===== config.mk =====
export PLATFORM = sky130hd
export DESIGN_NAME = bitslice_alu
export DESIGN_NICKNAME = d
export VERILOG_FILES = /design/src/rtl/bitslice_alu.sv
export SDC_FILE = /design/constraint.sdc
export NUM_CORES = 1
export LEC_CHECK = 0
export BUFFER_PORTS_ARGS = -buffer_cell sky130_fd_sc_hd__clkbuf_2
export CAP_MARGIN = 20
export CELL_PAD_IN_SITES_DETAIL_PLACEMENT = 0
export CELL_PAD_IN_SITES_GLOBAL_PLACEMENT = 1
export CORE_UTILIZATION = 40
export DETAILED_ROUTE_END_ITERATION = 10
export PLACE_DENSITY = 0.95
export SETUP_SLACK_MARGIN = 0.05
export SYNTH_ARGS = -nofsm -noshare
export SYNTH_HDL_FRONTEND = slang
export SYNTH_SLANG_ARGS = --single-unit

===== constraint.sdc =====
create_clock -name vclk -period 6.95
set_clock_uncertainty 0.05 [all_clocks]
set_input_delay 0 -clock vclk [all_inputs]
set_output_delay 0 -clock vclk [all_outputs]
set_load 0.01 [all_outputs]

===== src/rtl/bitslice_alu.sv =====
module bitslice_alu #(
  parameter int WIDTH = 8
) (
  input  logic [WIDTH-1:0] a,
  input  logic [WIDTH-1:0] b,
  input  logic [2:0]       ctrl,
  output logic [WIDTH-1:0] result
);
  logic       inv;
  logic [1:0] sel;

  assign inv = ctrl[2];
  assign sel = ctrl[1:0];

  for (genvar i = 0; i < WIDTH; i++) begin : slice
    logic bx, ci, co, s, lt;

    assign bx = b[i] ^ inv;

    if (i == 0) begin : g_lsb
      assign ci = inv;
      assign lt = slice[WIDTH-1].s;
    end else begin : g_up
      assign ci = slice[i-1].co;
      assign lt = 1'b0;
    end

    assign s  = a[i] ^ bx ^ ci;
    assign co = (a[i] & bx) | (ci & (a[i] ^ bx));

    always_comb begin
      case (sel)
        2'b00:   result[i] = a[i] & bx;
        2'b01:   result[i] = a[i] | bx;
        2'b10:   result[i] = s;
        default: result[i] = lt;
      endcase
    end
  end
endmodule


# Word level (Yosys, flattened, before mapping)
# Index checks and enable logic that the tools add are counted.
# word_totals
mem_bits_rw	0
input_bits	19
latch_bits	0
regBits	0
rom_bits	0
word_cells	65
memories	0
# classes
addsub	0
reduce_logical	1
muxes	8
shift	0
n_bitwise	54
order_cmp	0
n_eq_ne	2
div_mod_pow	0
mul	0
# op_table
cell	count
1-bit one-hot mux with 3 select lines	8
1-bit XOR	24
1-bit bitwise AND	15
1-bit OR	15
2-bit by 1-bit equality test with 1-bit output, second input constant	1
2-bit equality test, second input constant	1
2-bit zero test	1

# Depth between registers and ports, before layout
# depth
ltp_word	18
ltp_mapped	12

# Worst setup path after synthesis
# OpenSTA, ideal clock, no wires.
# synth_timing
path_type	input to output
startpoint	input ctrl[2]
endpoint	output result[7]
arrival_time_ps	2896
slack_ps	4004
stages	12
cell_sequence	buf_4 -> xor2_1 -> inv_1 -> fa_1 -> inv_1 -> fa_1 -> fa_1 -> fa_1 -> fa_1 -> fa_1 -> xnor2_1 -> o22ai_1
# synth_via
elab_chain_cells	18
word_cells_on_any_way	41
cone_classes	mux (1); bitwise (40)
# synth_lines
element	line	rtl
start: declaration	6	input logic [2:0] ctrl,
1-bit XOR	18	assign bx = b[i] ^ inv;
1-bit XOR	29	assign co = (a[i] & bx) | (ci & (a[i] ^ bx));
1-bit bitwise AND	29	
1-bit OR	29	
1-bit bitwise AND	29	
1-bit OR	29	
1-bit bitwise AND	29	
1-bit OR	29	
[... 2 more ...]	-	
1-bit bitwise AND	29	
1-bit OR	29	
1-bit bitwise AND	29	
1-bit OR	29	
1-bit bitwise AND	29	
1-bit OR	29	
1-bit XOR	28	assign s = a[i] ^ bx ^ ci;
1-bit one-hot mux with 3 select lines (*)	32	case (sel)
end: declaration	7	output logic [WIDTH-1:0] result
# Mark *: on every way between the ends. The rest lies on a longest branch, timed or not.

# Worst setup path in the final report
# Ends and elaborated chain as after synthesis.

==> impl_results.md <==
- Startpoint Class: input pin
- Ys Warns: 0
- Crit path cell chain: clkbuf_2 -> xor2_1 -> inv_1 -> fa_1 -> inv_1 -> fa_1 -> fa_1 -> fa_1 -> fa_1 -> fa_1 -> xnor2_1 -> o22ai_1 -> clkbuf_2
- Status: finished, violations left
- Syn Area/Cell: approximately 8 µm²
- P&R area growth vs syn: 17.2%
- Synthesized area: ~700 µm²
- Most used cell, CP: fa_1
- Final setup violation count: 0
- Layout net count: 153
- Share of the yosys chip area belonging to registers: 0%
- Layer with the highest usage: met2
- Share of layout cells above drive strength 1: around 28%
- Initial Util: 44.7%
- Pwr/cell area: 74.6 nW/µm²
- Detailed placement HPWL: 1.06 mm
- Worst Hold Depth: 3
- # resized after CTS: 0
- Post-Synth Simple-Gate Area: 9.87%
- Total number of vias: 581
- Crit path kind: input pin to output pin
- FILL cells: around 160
- Lkg Pwr: between 0.0004 and 0.0005 µW
- Slowest-stage cell, CP: fa_1
- Main combinational cell family by area after synthesis: adder cells
- Syn_nets: about 130
- Synth top cells by count: 19 x inv_1, 16 x ha_1, 11 x nand2_1, 9 x o21ai_1, 9 x xor2_1
- Worst path max stage delay: 0.39 ns
- DRT Pass-1 Iters: 7
- RSZ-0062 raised after global routing: false
- Largest net degree at the start of global routing: 18
- Post-DR vias/cell: 4.61
- M1 GR Usage: 17.5%
- DP Area: 817 µm²
- Cells after synthesis: 87
- Failing checks: DRC
- # rows: 14
- Number of global-route vias before repair: 551
- Complex-gate fraction of the synthesized area: around an eighth
- Total gr overflow: 0
- Most frequent cell after synthesis: inv_1
- Dpl cells: 126
- WL final: 1.19 mm
- Largest vdd supply drop: 0.0000394 V
- Hold WC Path Type: input pin to output pin
- Die Span Y: 43.7 µm
- Final ANT Viol Nets: 0
- Post-Layout Inst Area: 817 µm²
- CP Buf/Inv Count: 4
- Post-synth top area share: 28.7%
- Synth area leaders: ha_1 29%, fa_1 17%, xor2_1 11%
- Setup TNS: 0 ns
- Yosys top cell by area: ha_1
- Hold_buf cts: 0
- Max frequency: about 0.30 GHz
- ANT cells: 0
- Worst path top cell family by delay: adder cells
- Routed wire per std cell: approximately 9.4 µm
- Worst Tran Pin Value: approximately 0.37 ns
- Overall global routing resource usage: 14.0%
- Drt drc: 1
- Slew Limit Headroom: 75.2%
- Cell variety after synth: 19
- Crit. End Element: output pin
- Min cycle time layout: 3.29 ns
- CLK BUF: 0
- CP max FO: 10
- Synth Area in Adders: 46.0%
- IO Pins: 27
- Grt met2 use: 27.5%
- Setup bufs post-CTS: 0
- Fin. max-slew vios: 0
- Critical Path Stages: 13
- Port Buffers: 27
- Total power: between 60 and 70 µW
- XOR/XNOR share of the synthesized area: 12.6%
- Non-filler instance count after layout: 126
- Mux share of post-synthesis cell area: 4.31%
- Core area: 1560 µm²
- Max cap viols: 0
- Reg area: 0 µm²
- Die area: 1910 µm²
- Iter 0 DRT Violations: 7
- Die Wd: 43.7 µm
- First-pass GRT wire length: 2.15 mm
- Antenna violations before repair: 0
- M3 GR Usage: less than 1%
- Critical Path AT: between 3 and 4 ns
- Tcrit/Tclk final: 47.4%
- FFs & Latches: 0
- GP Congestion: 0.778
- Final Hold Violating Endpoints: 0
- Worst EP required: 6.90 ns
==> cell usage in the layout (no fill, tap or decap) <==
cell type  netlist  routed
xnor2_1          1       1
nand2_2          1       1
nor2_2           1       1
a211o_1          1       1
mux2i_1          3       3
nand2_1         11      11
o21ai_1          9       9
ha_1            16      16
xor2_1           9       9
fa_1             6       6
clkbuf_2         0      27
nand2b_1         1       1
o22ai_1          2       2
o21ai_0          1       1
o211ai_2         1       1
nor2b_2          1       1
inv_1           19      19
==> layer usage <==
| layer | share of wire [%] | up-vias |
|---|---|---|
| met1 | 46 | 260 |
| met3 | 1.9 | 0 |
| met4 | 0 | 0 |
| li1 | - | 312 |
| met2 | 53 | 9 |
| met5 | 0 | - |
==> cells by family after synthesis <==
family / Yosys count
AO/OA/AOI/OAI: 14
XOR/XNOR: 10
adder cells (fa/ha/maj): 22
buffers and inverters: 23
multiplexers: 3
AND/OR/NAND/NOR: 15
==> area by class of cell <==
cell class	count	area [µm²]	area share, %
inverters	19	71.3	8.73
multi-input cells	64	591	72.3
repair buffers	27	135	16.5
well taps	16	20.0	2.45
==> where the power goes <==
group          switching, µW  internal [µW]  total (µW)
clock                      0              0           0
combinational           34.2           26.7        60.9
sequential                 0              0           0
total                   34.2           26.7        60.9
==> worst min-delay path: cells and delay by family <==
family	cells	cell delay, ns
buf+inv	2	0.33
compound gates	1	0.10
==> stage by stage <==
step           worst slack, ns  hold WS, ns  util (%)
6_report                  3.66        0.379      52.4
5_1_grt                   3.42        0.423      52.4
4_1_cts                   3.64        0.383      52.4
3_5_place_dp              3.64        0.385      52.4
3_3_place_gp              3.74        0.374      52.4
2_1_floorplan             4.00        0.224         -
==> path summary, 6_finish.rpt <==
| check | from | end | slack [ns] |
|---|---|---|---|
| min | ctrl[1] | result[5] | 0.38 |
| max | ctrl[2] | result[7] | 3.66 |
Note: power is estimated with default switching activity, not from simulation.
